## src/rtl/xcd_pkg.sv

```systemverilog
package xcd_pkg;

  localparam int AW = 48;

  localparam logic [2:0] FLT_NONE      = 3'd0;
  localparam logic [2:0] FLT_UNSUPP    = 3'd1;
  localparam logic [2:0] FLT_BAD_ENTRY = 3'd2;
  localparam logic [2:0] FLT_CTX_FETCH = 3'd3;
  localparam logic [2:0] FLT_BAD_CTX   = 3'd4;

  localparam logic [1:0] KIND_XLATE  = 2'd0;
  localparam logic [1:0] KIND_BYPASS = 2'd1;
  localparam logic [1:0] KIND_OFF    = 2'd2;

  typedef enum logic [1:0] {
    MODE_BYPASS,
    MODE_S1,
    MODE_S2,
    MODE_BAD
  } mode_e;

  // output size code to address bits
  function automatic logic [7:0] oas_from_code(input logic [2:0] code);
    case (code)
      3'd3:    oas_from_code = 8'd42;
      3'd4:    oas_from_code = 8'd44;
      default: oas_from_code = 8'd32 + (8'd1 << code);
    endcase
  endfunction

  // granule code to address bits; slot1 uses the alternate encoding
  function automatic logic [4:0] gran_from_code(input logic [1:0] code, input logic slot1);
    case (code)
      2'd1:    gran_from_code = slot1 ? 5'd14 : 5'd16;
      2'd2:    gran_from_code = slot1 ? 5'd12 : 5'd14;
      2'd3:    gran_from_code = slot1 ? 5'd16 : 5'd12;
      default: gran_from_code = 5'd12;
    endcase
  endfunction

endpackage

```

## src/rtl/xcd_entry_check.sv

```systemverilog
module xcd_entry_check
  import xcd_pkg::*;
#(
  parameter int         ENTRY_BYTES  = 64,
  parameter int         OAS_MAX_CODE = 5,
  parameter logic [2:0] GRAN_SUPPORT = 3'b111
) (
  input  logic [ENTRY_BYTES*8-1:0] ent,
  output logic                     ent_valid,
  output mode_e                    mode,
  output logic [AW-1:0]            ctx_addr,
  output logic [5:0]               s2_tsz_raw,
  output logic [1:0]               s2_tg,
  output logic [1:0]               s2_sl,
  output logic                     s2_fmt64,
  output logic [7:0]               s2_range,
  output logic [AW-1:0]            s2_base,
  output logic                     s2_reject
);

  localparam logic [2:0] MAX_CODE = 3'(OAS_MAX_CODE);

  logic [31:0] w0, w1, w5, w6, w7;
  logic [2:0]  cfg;
  logic [2:0]  ps_capped;
  logic        gran_ok;
  logic        base_oor;

  assign w0 = ent[0*32 +: 32];
  assign w1 = ent[1*32 +: 32];
  assign w5 = ent[5*32 +: 32];
  assign w6 = ent[6*32 +: 32];
  assign w7 = ent[7*32 +: 32];

  assign ent_valid = w0[0];
  assign cfg       = w0[3:1];

  always_comb begin
    case (cfg)
      3'd4:    mode = MODE_BYPASS;
      3'd5:    mode = MODE_S1;
      3'd6:    mode = MODE_S2;
      default: mode = MODE_BAD;
    endcase
  end

  assign ctx_addr   = {w1[15:0], w0[31:6], 6'b0};
  assign s2_tsz_raw = w5[5:0];
  assign s2_sl      = w5[7:6];
  assign s2_tg      = w5[15:14];
  assign s2_fmt64   = w5[19];
  assign s2_base    = {w7[15:0], w6[31:4], 4'b0};

  assign ps_capped = (w5[18:16] > MAX_CODE) ? MAX_CODE : w5[18:16];
  assign s2_range  = s2_fmt64 ? oas_from_code(ps_capped) : 8'd40;

  always_comb begin
    case (s2_tg)
      2'd0:    gran_ok = GRAN_SUPPORT[0];
      2'd2:    gran_ok = GRAN_SUPPORT[1];
      2'd1:    gran_ok = GRAN_SUPPORT[2];
      default: gran_ok = 1'b0;
    endcase
    if (!s2_fmt64) gran_ok = 1'b1;
  end

  assign base_oor  = (s2_range < 8'(AW)) && ((s2_base >> s2_range) != '0);
  assign s2_reject = !gran_ok || base_oor;

endmodule

```

## src/rtl/xcd_size_calc.sv

```systemverilog
module xcd_size_calc
  import xcd_pkg::*;
#(
  parameter int OAS_MAX_CODE = 5
) (
  input  logic [1:0]    tg_code,
  input  logic          slot1,
  input  logic [5:0]    tsz_raw,
  input  logic          fmt64,
  input  logic [7:0]    oas_raw,
  input  logic [AW-1:0] base_raw,
  output logic [4:0]    gran,
  output logic [5:0]    tsz,
  output logic [7:0]    oas,
  output logic [AW-1:0] base,
  output logic [3:0]    level
);

  localparam logic [7:0] OAS_CAP = oas_from_code(3'(OAS_MAX_CODE));

  logic signed [7:0] num, den, quo, lvl;

  assign gran = gran_from_code(tg_code, slot1);

  always_comb begin
    tsz = tsz_raw;
    if (fmt64) begin
      if (tsz_raw > 6'd39) tsz = 6'd39;
      if (tsz_raw < 6'd16) tsz = 6'd16;
    end
  end

  assign oas = (oas_raw > OAS_CAP) ? OAS_CAP : oas_raw;

  always_comb begin
    for (int i = 0; i < AW; i++) begin
      base[i] = base_raw[i] & (8'(i) < oas);
    end
  end

  always_comb begin
    num = 8'sd60 - $signed({2'b00, tsz});
    den = $signed({3'b000, gran}) - 8'sd3;
    quo = num / den;
    lvl = 8'sd4 - quo;
  end

  assign level = lvl[3:0];

  // starting level lies within the reachable range -2..4
  always_comb begin
    a_r11_level_range: assert (lvl >= -8'sd2 && lvl <= 8'sd4);
  end

endmodule

```

## src/rtl/xcd_top.sv

```systemverilog
module xcd_top
  import xcd_pkg::*;
#(
  parameter int         ENTRY_BYTES  = 64,
  parameter int         OAS_MAX_CODE = 5,
  parameter logic [2:0] GRAN_SUPPORT = 3'b111
) (
  input  logic                     clk,
  input  logic                     rst,
  input  logic                     start,
  input  logic                     unit_en,
  input  logic [ENTRY_BYTES*8-1:0] entry,
  output logic                     req_valid,
  output logic [47:0]              req_addr,
  input  logic                     rsp_valid,
  input  logic                     rsp_err,
  input  logic [ENTRY_BYTES*8-1:0] rsp_data,
  output logic                     done,
  output logic [2:0]               fault,
  output logic [1:0]               kind,
  output logic [1:0]               stage,
  output logic [4:0]               gran_bits,
  output logic [5:0]               tsz,
  output logic [47:0]              ttb,
  output logic [7:0]               oas,
  output logic                     fmt64,
  output logic [3:0]               level
);

  localparam int EW = ENTRY_BYTES * 8;

  typedef enum logic [1:0] {ST_IDLE, ST_CHECK, ST_WAIT, ST_CALC} state_e;

  state_e         state;
  logic [EW-1:0]  ent_q, cd_q;
  logic           en_q;

  // entry decode
  logic           ent_valid;
  mode_e          mode;
  logic [AW-1:0]  ctx_addr;
  logic [5:0]     s2_tsz_raw;
  logic [1:0]     s2_tg, s2_sl;
  logic           s2_fmt64;
  logic [7:0]     s2_range;
  logic [AW-1:0]  s2_base;
  logic           s2_reject;

  xcd_entry_check #(
    .ENTRY_BYTES (ENTRY_BYTES),
    .OAS_MAX_CODE(OAS_MAX_CODE),
    .GRAN_SUPPORT(GRAN_SUPPORT)
  ) u_check (
    .ent       (ent_q),
    .ent_valid (ent_valid),
    .mode      (mode),
    .ctx_addr  (ctx_addr),
    .s2_tsz_raw(s2_tsz_raw),
    .s2_tg     (s2_tg),
    .s2_sl     (s2_sl),
    .s2_fmt64  (s2_fmt64),
    .s2_range  (s2_range),
    .s2_base   (s2_base),
    .s2_reject (s2_reject)
  );

  // descriptor fields
  logic [31:0]   cw0, cw1;
  logic          cd_slot1;
  logic [5:0]    cd_tsz_raw;
  logic [1:0]    cd_tg;
  logic [AW-1:0] cd_base;

  assign cw0        = cd_q[0*32 +: 32];
  assign cw1        = cd_q[1*32 +: 32];
  assign cd_slot1   = cw0[14];
  assign cd_tsz_raw = cd_slot1 ? cw0[21:16] : cw0[5:0];
  assign cd_tg      = cd_slot1 ? cw0[23:22] : cw0[7:6];
  assign cd_base    = cd_slot1 ? {cd_q[5*32 +: 16], cd_q[4*32+4 +: 28], 4'b0}
                               : {cd_q[3*32 +: 16], cd_q[2*32+4 +: 28], 4'b0};

  // shared size calculator, inputs chosen by state
  logic [1:0]    c_tg;
  logic          c_slot1, c_fmt64;
  logic [5:0]    c_tsz_raw;
  logic [7:0]    c_oas_raw;
  logic [AW-1:0] c_base_raw;
  logic [4:0]    r_gran;
  logic [5:0]    r_tsz;
  logic [7:0]    r_oas;
  logic [AW-1:0] r_base;
  logic [3:0]    r_level;

  always_comb begin
    if (state == ST_CALC) begin
      c_tg       = cd_tg;
      c_slot1    = cd_slot1;
      c_tsz_raw  = cd_tsz_raw;
      c_fmt64    = cw1[9];
      c_oas_raw  = oas_from_code(cw1[2:0]);
      c_base_raw = cd_base;
    end else begin
      c_tg       = s2_tg;
      c_slot1    = 1'b0;
      c_tsz_raw  = s2_tsz_raw;
      c_fmt64    = s2_fmt64;
      c_oas_raw  = s2_range;
      c_base_raw = s2_base;
    end
  end

  xcd_size_calc #(
    .OAS_MAX_CODE(OAS_MAX_CODE)
  ) u_calc (
    .tg_code (c_tg),
    .slot1   (c_slot1),
    .tsz_raw (c_tsz_raw),
    .fmt64   (c_fmt64),
    .oas_raw (c_oas_raw),
    .base_raw(c_base_raw),
    .gran    (r_gran),
    .tsz     (r_tsz),
    .oas     (r_oas),
    .base    (r_base),
    .level   (r_level)
  );

  logic level_match;
  assign level_match = (r_level == {2'b00, ~s2_sl});

  always_ff @(posedge clk) begin
    if (rst) begin
      state     <= ST_IDLE;
      ent_q     <= '0;
      cd_q      <= '0;
      en_q      <= 1'b0;
      req_valid <= 1'b0;
      req_addr  <= '0;
      done      <= 1'b0;
      fault     <= FLT_NONE;
      kind      <= KIND_XLATE;
      stage     <= 2'd0;
      gran_bits <= '0;
      tsz       <= '0;
      ttb       <= '0;
      oas       <= '0;
      fmt64     <= 1'b0;
      level     <= '0;
    end else begin
      done      <= 1'b0;
      req_valid <= 1'b0;
      case (state)
        ST_IDLE: begin
          if (start) begin
            ent_q <= entry;
            en_q  <= unit_en;
            state <= ST_CHECK;
          end
        end
        ST_CHECK: begin
          state     <= ST_IDLE;
          done      <= 1'b1;
          fault     <= FLT_NONE;
          kind      <= KIND_XLATE;
          stage     <= 2'd0;
          gran_bits <= '0;
          tsz       <= '0;
          ttb       <= '0;
          oas       <= '0;
          fmt64     <= 1'b0;
          level     <= '0;
          if (!en_q) begin
            kind <= KIND_OFF;
          end else if (!ent_valid) begin
            fault <= FLT_BAD_ENTRY;
          end else begin
            case (mode)
              MODE_BYPASS: kind <= KIND_BYPASS;
              MODE_S2: begin
                if (s2_reject || !level_match) begin
                  fault <= FLT_BAD_ENTRY;
                end else begin
                  stage     <= 2'd2;
                  gran_bits <= r_gran;
                  tsz       <= r_tsz;
                  ttb       <= r_base;
                  oas       <= r_oas;
                  fmt64     <= s2_fmt64;
                  level     <= r_level;
                end
              end
              MODE_S1: begin
                done      <= 1'b0;
                req_valid <= 1'b1;
                req_addr  <= ctx_addr;
                state     <= ST_WAIT;
              end
              default: fault <= FLT_UNSUPP;
            endcase
          end
        end
        ST_WAIT: begin
          if (rsp_valid) begin
            if (rsp_err || !rsp_data[30]) begin
              state     <= ST_IDLE;
              done      <= 1'b1;
              fault     <= rsp_err ? FLT_CTX_FETCH : FLT_BAD_CTX;
              kind      <= KIND_XLATE;
              stage     <= 2'd0;
              gran_bits <= '0;
              tsz       <= '0;
              ttb       <= '0;
              oas       <= '0;
              fmt64     <= 1'b0;
              level     <= '0;
            end else begin
              cd_q  <= rsp_data;
              state <= ST_CALC;
            end
          end
        end
        ST_CALC: begin
          state     <= ST_IDLE;
          done      <= 1'b1;
          fault     <= FLT_NONE;
          kind      <= KIND_XLATE;
          stage     <= 2'd1;
          gran_bits <= r_gran;
          tsz       <= r_tsz;
          ttb       <= r_base;
          oas       <= r_oas;
          fmt64     <= cw1[9];
          level     <= r_level;
        end
        default: state <= ST_IDLE;
      endcase
    end
  end

  // result strobe lasts one cycle
  a_r13_done_pulse: assert property (@(posedge clk) disable iff (rst)
    done |=> !done);

  // request is a single pulse and never coincides with a result
  a_r4_req_pulse: assert property (@(posedge clk) disable iff (rst)
    req_valid |=> !req_valid);
  a_r4_req_no_done: assert property (@(posedge clk) disable iff (rst)
    req_valid |-> !done);

  // faults carry no parameters
  a_r2_fault_clean: assert property (@(posedge clk) disable iff (rst)
    (done && fault != FLT_NONE) |-> (stage == 2'd0 && ttb == '0 && kind == KIND_XLATE));

  // clamped size when the format flag is set
  a_r8_tsz_clamp: assert property (@(posedge clk) disable iff (rst)
    (done && stage != 2'd0 && fmt64) |-> (tsz >= 6'd16 && tsz <= 6'd39));

  // no table base bit at or above the output size
  a_r10_ttb_trunc: assert property (@(posedge clk) disable iff (rst)
    (done && stage != 2'd0) |-> ((ttb >> oas) == '0));

  // a disabled result never follows a request
  a_r1_off_no_req: assert property (@(posedge clk) disable iff (rst)
    (done && kind == KIND_OFF) |-> !$past(req_valid));

endmodule

```

## config.mk

```make
export PLATFORM = sky130hd
export DESIGN_NAME = xcd_top
export DESIGN_NICKNAME = d
export VERILOG_FILES = /design/src/rtl/xcd_pkg.sv /design/src/rtl/xcd_entry_check.sv /design/src/rtl/xcd_size_calc.sv /design/src/rtl/xcd_top.sv
export SDC_FILE = /design/constraint.sdc
export NUM_CORES = 1
export LEC_CHECK = 0
export CORE_AREA = 2 2 447 449
export CTS_CLUSTER_SIZE = 24
export DETAILED_ROUTE_END_ITERATION = 10
export DIE_AREA = 0 0 449 451
export DONT_BUFFER_PORTS = 1
export REMOVE_ABC_BUFFERS = 1
export SYNTH_ARGS = -nofsm -noshare
export SYNTH_HDL_FRONTEND = slang
export SYNTH_SLANG_ARGS = --single-unit
```

## constraint.sdc

```tcl
create_clock -name clk -period 15.2 [get_ports clk]
set_input_delay 3.04 -clock clk [delete_from_list [all_inputs] [get_ports clk]]
set_output_delay 3.04 -clock clk [all_outputs]
set_load 0.005 [all_outputs]
```

==> Yosys cells after proc, flatten, opt, wreduce, memory -nomap -nowiden <==
Cells that the tools add are included.
{ "totals": {"ff_bits": 542, "output_inout_bits": 129, "elab_cells": 271} }
{ "classes": {"add_sub_neg": 5, "div": 1, "magnitude_cmp": 53, "eq_ne": 21, "shifts": 3, "muxes": 99, "bitwise_logic": 53, "n_reduce_logical": 20} }
{ "ops": {"columns": ["cell", "count"], "rows": [
  ["48-bit 2-to-1 mux", 8],
  ["48-bit case mux with 3 select lines", 1],
  ["5-bit by 8-bit < comparator with 1-bit output, first input constant", 16],
  ["6-bit by 8-bit < comparator with 1-bit output, first input constant", 16],
  ["8-bit 2-to-1 mux", 9],
  ["6-bit 2-to-1 mux", 11],
  ["4-bit by 8-bit < comparator with 1-bit output, first input constant", 8],
  ["1-bit AND", 48],
  ["48-bit nonzero test", 1],
  ["48-bit by 8-bit right shift with 48-bit output", 1],
  ["5-bit 2-to-1 mux", 8],
  ["2-bit 2-to-1 mux", 19],
  ["3-bit by 8-bit < comparator with 1-bit output, first input constant", 4],
  ["8-bit case mux with 2 select lines", 2],
  ["5-bit case mux with 3 select lines", 2],
  ["4-bit 2-to-1 mux", 6],
  ["8-bit case mux with 3 select lines", 1],
  ["1-bit 2-to-1 mux", 18],
  ["2-bit case mux with 3 select lines", 3],
  ["6-bit case mux with 3 select lines", 1],
  ["6-bit by 8-bit adder with 8-bit output, first input constant", 2],
  ["1-bit by 8-bit < comparator with 1-bit output, first input constant", 2],
  ["2-bit by 8-bit < comparator with 1-bit output, first input constant", 2],
  ["1-bit by 3-bit left shift with 8-bit output, first input constant", 2],
  ["34 further kinds", 64]
]} }

==> Logic depth before layout (Yosys ltp) <==
{ "depth": {"depth_word": 17, "ltp_mapped": 66} }

==> Cells and area by module <==
From an unflattened synthesis, not the netlist that was laid out.
{ "unflattened": {"hier_cells": 4103, "hier_area_um2": 32006.9} }
{ "modules_own_cells": {"columns": ["mod", "n_inst", "cells_per_inst", "area_per_inst_um2", "seq_area_each_um2"], "rows": [
  ["xcd_top", 1, 3512, 27945.6, 15074.5],
  ["xcd_size_calc", 1, 360, 2457.4, 0.0],
  ["xcd_entry_check", 1, 231, 1604.0, 0.0]
]} }

==> Worst setup path before layout <==
Ideal clock, no wire load.
{ "synth_path": {"path_kind": "reg-to-reg", "from": "register cd_q[14]", "to": "register ttb[23]", "t_arrival_ns": 9.473, "required_ns": 15.104, "path_slack_ns": 5.631, "stages_incl_launch_ff": 50, "path_buffers": 4, "period_less_slack_ns": 9.569, "cell_sequence": "dfxtp_1 > buf_6 > mux2i_2 > nand3_1 > a21oi_1 > nor2b_1 > inv_1 > ha_1 > nand2b_1 > a211o_1 > nor2_1 > buf_2 > o32a_1 > o32a_1 > a221o_1 > ha_1 > o21ai_0 > nand2b_1 > (+14 left out) > ha_1 > a21oi_1 > o21bai_1 > a21o_1 > a221oi_2 > o221ai_1 > a21oi_4 > ha_1 > nor2_1 > a311oi_1 > o32a_1 > xor2_1 > and3_1 > o211a_4 > a31oi_4 > buf_6 > buf_6 > o41ai_2"} }
{ "synth_via": {"elab_chain_len": 17, "word_cells_on_any_way": 32, "cone_classes": "add/sub: 3; div: 1; order compare: 2; eq/ne: 4; mux: 19; bitwise: 1; reduce/logical: 2"} }
{ "synth_rtl": {"columns": ["item", "line_no", "text"], "rows": [
  ["from (decl)", "xcd_top.sv:35", "logic [EW-1:0] ent_q, cd_q;"],
  ["from (signal assigned)", "xcd_top.sv:217", "cd_q <= rsp_data;"],
  ["6-bit 2-to-1 mux", "xcd_top.sv:77", "assign cd_tsz_raw = cd_slot1 ? cw0[21:16] : cw0[5:0];"],
  ["6-bit 2-to-1 mux", "xcd_top.sv:95", "if (state == ST_CALC) begin"],
  ["6-bit > comparator", "xcd_size_calc.sv:28", "if (tsz_raw > 6'd39) tsz = 6'd39;"],
  ["6-bit 2-to-1 mux", "xcd_size_calc.sv:28", null],
  ["6-bit 2-to-1 mux", "xcd_size_calc.sv:29", "if (tsz_raw < 6'd16) tsz = 6'd16;"],
  ["6-bit 2-to-1 mux", "xcd_size_calc.sv:27", "if (fmt64) begin"],
  ["6-bit by 6-bit subtractor with 7-bit output", "xcd_size_calc.sv:42", "num = 8'sd60 - $signed({2'b00, tsz});"],
  ["8-bit by 8-bit divider with 8-bit output", "xcd_size_calc.sv:44", "quo = num / den;"],
  ["4-bit subtractor", "xcd_size_calc.sv:45", "lvl = 8'sd4 - quo;"],
  ["4-bit by 2-bit equality test with 1-bit output", "xcd_top.sv:129", "assign level_match = (r_level == {2'b00, ~s2_sl});"],
  ["1-bit logical NOT", "xcd_top.sv:180", "if (s2_reject || !level_match) begin"],
  ["1-bit logical OR", "xcd_top.sv:180", null],
  ["48-bit 2-to-1 mux", "xcd_top.sv:180", null],
  ["48-bit 2-to-1 mux", "xcd_top.sv:177", "case (mode)"],
  ["48-bit 2-to-1 mux", "xcd_top.sv:174", "end else if (!ent_valid) begin"],
  ["48-bit 2-to-1 mux", "xcd_top.sv:172", "if (!en_q) begin"],
  ["48-bit case mux with 3 select lines *", "xcd_top.sv:152", "case (state)"],
  ["to (signal assigned)", "xcd_top.sv:186", "ttb <= r_base;"],
  ["to (signal assigned)", "xcd_top.sv:230", "ttb <= r_base;"],
  ["to (decl)", "xcd_top.sv:24", "output logic [47:0] ttb,"]
]} }
Every way passes the cells marked *; elsewhere a longest branch is shown, timed or not.
A chain may end at the register's enable or synchronous reset.

==> Worst setup path after layout <==
{ "layout_path": {"from": "register state[0]", "to": "register ttb[12]"} }
{ "layout_via": {"elab_chain_len": 17, "word_cells_on_any_way": 41, "cone_classes": "add/sub: 3; div: 1; order compare: 4; eq/ne: 9; mux: 19; bitwise: 1; reduce/logical: 4"} }
{ "layout_rtl": {"columns": ["item", "line_no", "text"], "rows": [
  ["from (decl)", "xcd_top.sv:34", "state_e state;"],
  ["from (signal assigned)", "xcd_top.sv:133", "state <= ST_IDLE;"],
  ["from (signal assigned)", "xcd_top.sv:157", "state <= ST_CHECK;"],
  ["from (signal assigned)", "xcd_top.sv:161", "state <= ST_IDLE;"],
  ["2-bit equality test", "xcd_top.sv:95, xcd_top.sv:152", null],
  ["6-bit 2-to-1 mux", "xcd_top.sv:95", null],
  ["6-bit > comparator", "xcd_size_calc.sv:28", null],
  ["6-bit 2-to-1 mux", "xcd_size_calc.sv:28", null],
  ["6-bit 2-to-1 mux", "xcd_size_calc.sv:29", null],
  ["6-bit 2-to-1 mux", "xcd_size_calc.sv:27", null],
  ["6-bit by 6-bit subtractor with 7-bit output", "xcd_size_calc.sv:42", null],
  ["8-bit by 8-bit divider with 8-bit output", "xcd_size_calc.sv:44", null],
  ["4-bit subtractor", "xcd_size_calc.sv:45", null],
  ["4-bit by 2-bit equality test with 1-bit output", "xcd_top.sv:129", null],
  ["1-bit logical NOT", "xcd_top.sv:180", null],
  ["1-bit logical OR", "xcd_top.sv:180", null],
  ["48-bit 2-to-1 mux", "xcd_top.sv:180", null],
  ["48-bit 2-to-1 mux", "xcd_top.sv:177", null],
  ["48-bit 2-to-1 mux", "xcd_top.sv:174", null],
  ["48-bit 2-to-1 mux", "xcd_top.sv:172", null],
  ["48-bit case mux with 3 select lines", "xcd_top.sv:152", null]
]} }
Several ways; a longest one is shown, not always the timed one.

==> impl_metrics.yaml <==
sta:
  setup_slack_ns: 1.846
  worst_pin_slew_ns: 0.9883
  maxSlewHeadroom: 0.3223
  fin_worst_skew_ns: 0.03540
  rsz0062_at_grt: "false"
  clock.fmax_mhz: 74.89
  finalSetupViolCount: 0
  period_needed_ns: 13.35
  final-hold-violation-count: 0
  slew_viol_final: 0
  finalCritPeriodShare: 0.8785
  tns_ns: 0
global_routing:
  grt_max_degree: 278
  grt_first_pass_wirelength_mm: 102.6
  antenna_found_initial: 30
  overflow: 0
  grt_pass1_vias: 13636
  grt_usage: 0.07112
floorplan:
  core-area_mm2: 0.1982
  die_h_um: 451
  rows: 164
  die-area_mm2: 0.2025
  io_pins: 1159
  die_x_um: 449
  initial_core_util: 0.08061
routing:
  post_drt_wl_per_cell_um: 15.92
  vias: 14743
  vias_per_cell: 3.112
  ant_nets: 0
  drcViolationCount: 0
  drt_pre_antenna_iters: 7
  drt_iter0_drc: 1325
  wl_mm: 75.43
setup_path:
  path_common_cell: "ha_1"
  slowest_delay_ns: 0.85
  arrival_ns: 13.79
  crit_fanout: 52
  start_kind: "flop"
  worst-path-buf-inv: 3
  crit_required_ns: 15.64
  cpLargestDelayFamily: "compound AO/OA/AOI/OAI gates"
  worstSetupPathType: "flop to flop"
  cp-end-kind: "flop"
  crit_path_top_delay_cell: "dfxtp_1"
cells_and_area:
  n_fill_cell: 23141
  layout.cells.non_filler: 4738
  final_cell_mix: "nand2_1 (641), a21oi_1 (356), dfxtp_1 (332)"
  final_common_cell: "nand2_1"
  syn2layout_area_growth_pct: 26.80
  drive_above_1_share: 0.07139
  finalNetCount: 3085
logic_synthesis:
  synth-seq-cells: 333
  synthAdderAreaFrac: 0.02161
  ys_warn_count: 0
  postSynthCellCount: 2106
  synth_edf_count: 0
  syn_avg_cell_area_um2: 7.587
  synthXorXnorAreaFrac: 0.01323
  yosys.area_share.simple: 0.2428
  muxShareOfSynthArea: 0.03931
  synth_area_mm2: 0.01598
  synth_flop_cell: "dfxtp_1"
  synth_top_family_by_area: "simple AND/OR/NAND/NOR gates"
  synth-compound-area-share: 0.2174
  yosysSeqAreaShare: 0.4172
  ys_types: 93
  async_flop_share: 0
clock_network:
  cts_root_buf: "clkbuf_16"
  post_cts_buffers: 0
  postCtsResizedCells: 0
  cts_buffers: 40
  cts-htree-levels: 2
  numClockSinks: 333
  cts_hold_buf: 0
  cts_tree: "yes"
  clk_pin_slew_worst_paths_ns: 0.07
  insertion_delay_ns: 0.62
  clk_path_buf_depth: 3
power:
  peakVddDrop_v: 0.00008901
  powerDensity_mw_per_mm2: 118.9
  p_leak_uw: 0.005947
placed_design:
  gp_congestion: 0.8248
  dp_cells: 4642
  hpwl_mm: 58.33
  dp_slack_ns: 2.067
  io_buffer_count: 0
job:
  maxCapViolations: 0
run_status:
  status: "finished clean"
worst_hold_path:
  hold_class: "flop to flop"
-- worst min-delay path: stages (launching register included) --
cell and delay, ns:
dfxtp_1 0.31, nand2_1 0.05, a21oi_1 0.05
-- power by group --
| group | switching, uW | internal [uW] | leakage, uW |
|---|---|---|---|
| registers | 22.3 | 890 | 0.00270 |
| clock network | 435 | 546 | 0.000644 |
| logic | 311 | 204 | 0.00260 |
-- Yosys cell counts, types with 6 or more instances --
cell	n	area (um2)
a21oi_1	356	1782
o31ai_1	11	82.58
nor4_1	8	50.05
o41ai_2	10	162.7
or3_1	10	62.56
ha_1	26	325.3
nand2_1	642	2410
xor2_1	6	52.55
nand3_1	15	75.07
nor3b_1	7	52.55
nor2b_1	19	118.9
and3_1	15	93.84
or4_1	11	82.58
o41ai_1	22	192.7
o21ai_0	46	230.2
nor2_1	121	454.2
clkbuf_1	125	469.2
nor3_1	26	130.1
nand2b_1	11	68.82
inv_1	17	63.81
and2_1	14	87.58
buf_4	12	90.09
buf_1	14	52.55
dfxtp_1	333	6666
o221ai_1	7	61.31
o211ai_1	7	52.55
mux2i_1	58	580.6
a211oi_1	12	90.09
xnor2_1	15	131.4
a31oi_1	8	50.05
-- per-stage QoR --
stage          utilization  total power [uW]  cell area, um2  hold WS [ns]
3_3_place_gp       0.09529              1423           18890        0.4299
5_1_grt             0.1020              2539           20220        0.4644
6_report            0.1022              2410           20260        0.4516
2_1_floorplan            -              1321           15360        0.4257
3_5_place_dp       0.09529              1434           18890        0.4396
4_1_cts             0.1019              2435           20200        0.4495
-- layer usage --
layer / vias to the layer above / track usage / routed length, um
li1: 7061 / - / -
met1: 6944 / 0.08132 / 28910
met2: 569 / 0.1081 / 33630
met3: 157 / 0.02806 / 7782
met4: 12 / 0.05014 / 5035
met5: - / 0 / 69
-- cell families (layout without fill, tap and decap cells) --
logic type      count (synthesis)  after routing
flops                         333            333
simple gates                  922            922
xor+xnor                       22             22
buf+inv                       180            112
compound gates                558            558
fa+ha+maj                      27             27
mux                            62             62
other cells                     2             46
-- area by class of cell --
cell class / instances / area (um2) / area share
timing repair buffer: 20 / 150.1 / 0.007410
sequential: 333 / 6670 / 0.3292
tap: 2656 / 3323 / 0.1640
antenna: 23 / 57.56 / 0.002841
inverter: 19 / 72.57 / 0.003582
multi-input combinational: 1614 / 8673 / 0.4281
clock inverter: 20 / 195.2 / 0.009633
clock buffer: 53 / 1120 / 0.05527
-- sequential cells by signal (all words and copies together) (netlist names) --
register   count
cd_q         109
done           1
en_q           1
ent_q        104
fault          3
fmt64          1
gran_bits      3
kind           2
level          4
oas            8
req_addr      42
req_valid      1
stage          2
state          2
tsz            6
ttb           44
-- final timing paths --
| path | slack, ns | endpoint | cells past startpoint | start |
|---|---|---|---|---|
| max | 1.85 | ttb[12] | 47 | state[0] |
| min | 0.45 | ent_q[7] | 2 | ent_q[7] |
| max reg2reg | 1.85 | ttb[12] | 47 | state[0] |
| min reg2reg | 0.45 | ent_q[7] | 2 | ent_q[7] |
(Power assumes the default switching activity.)
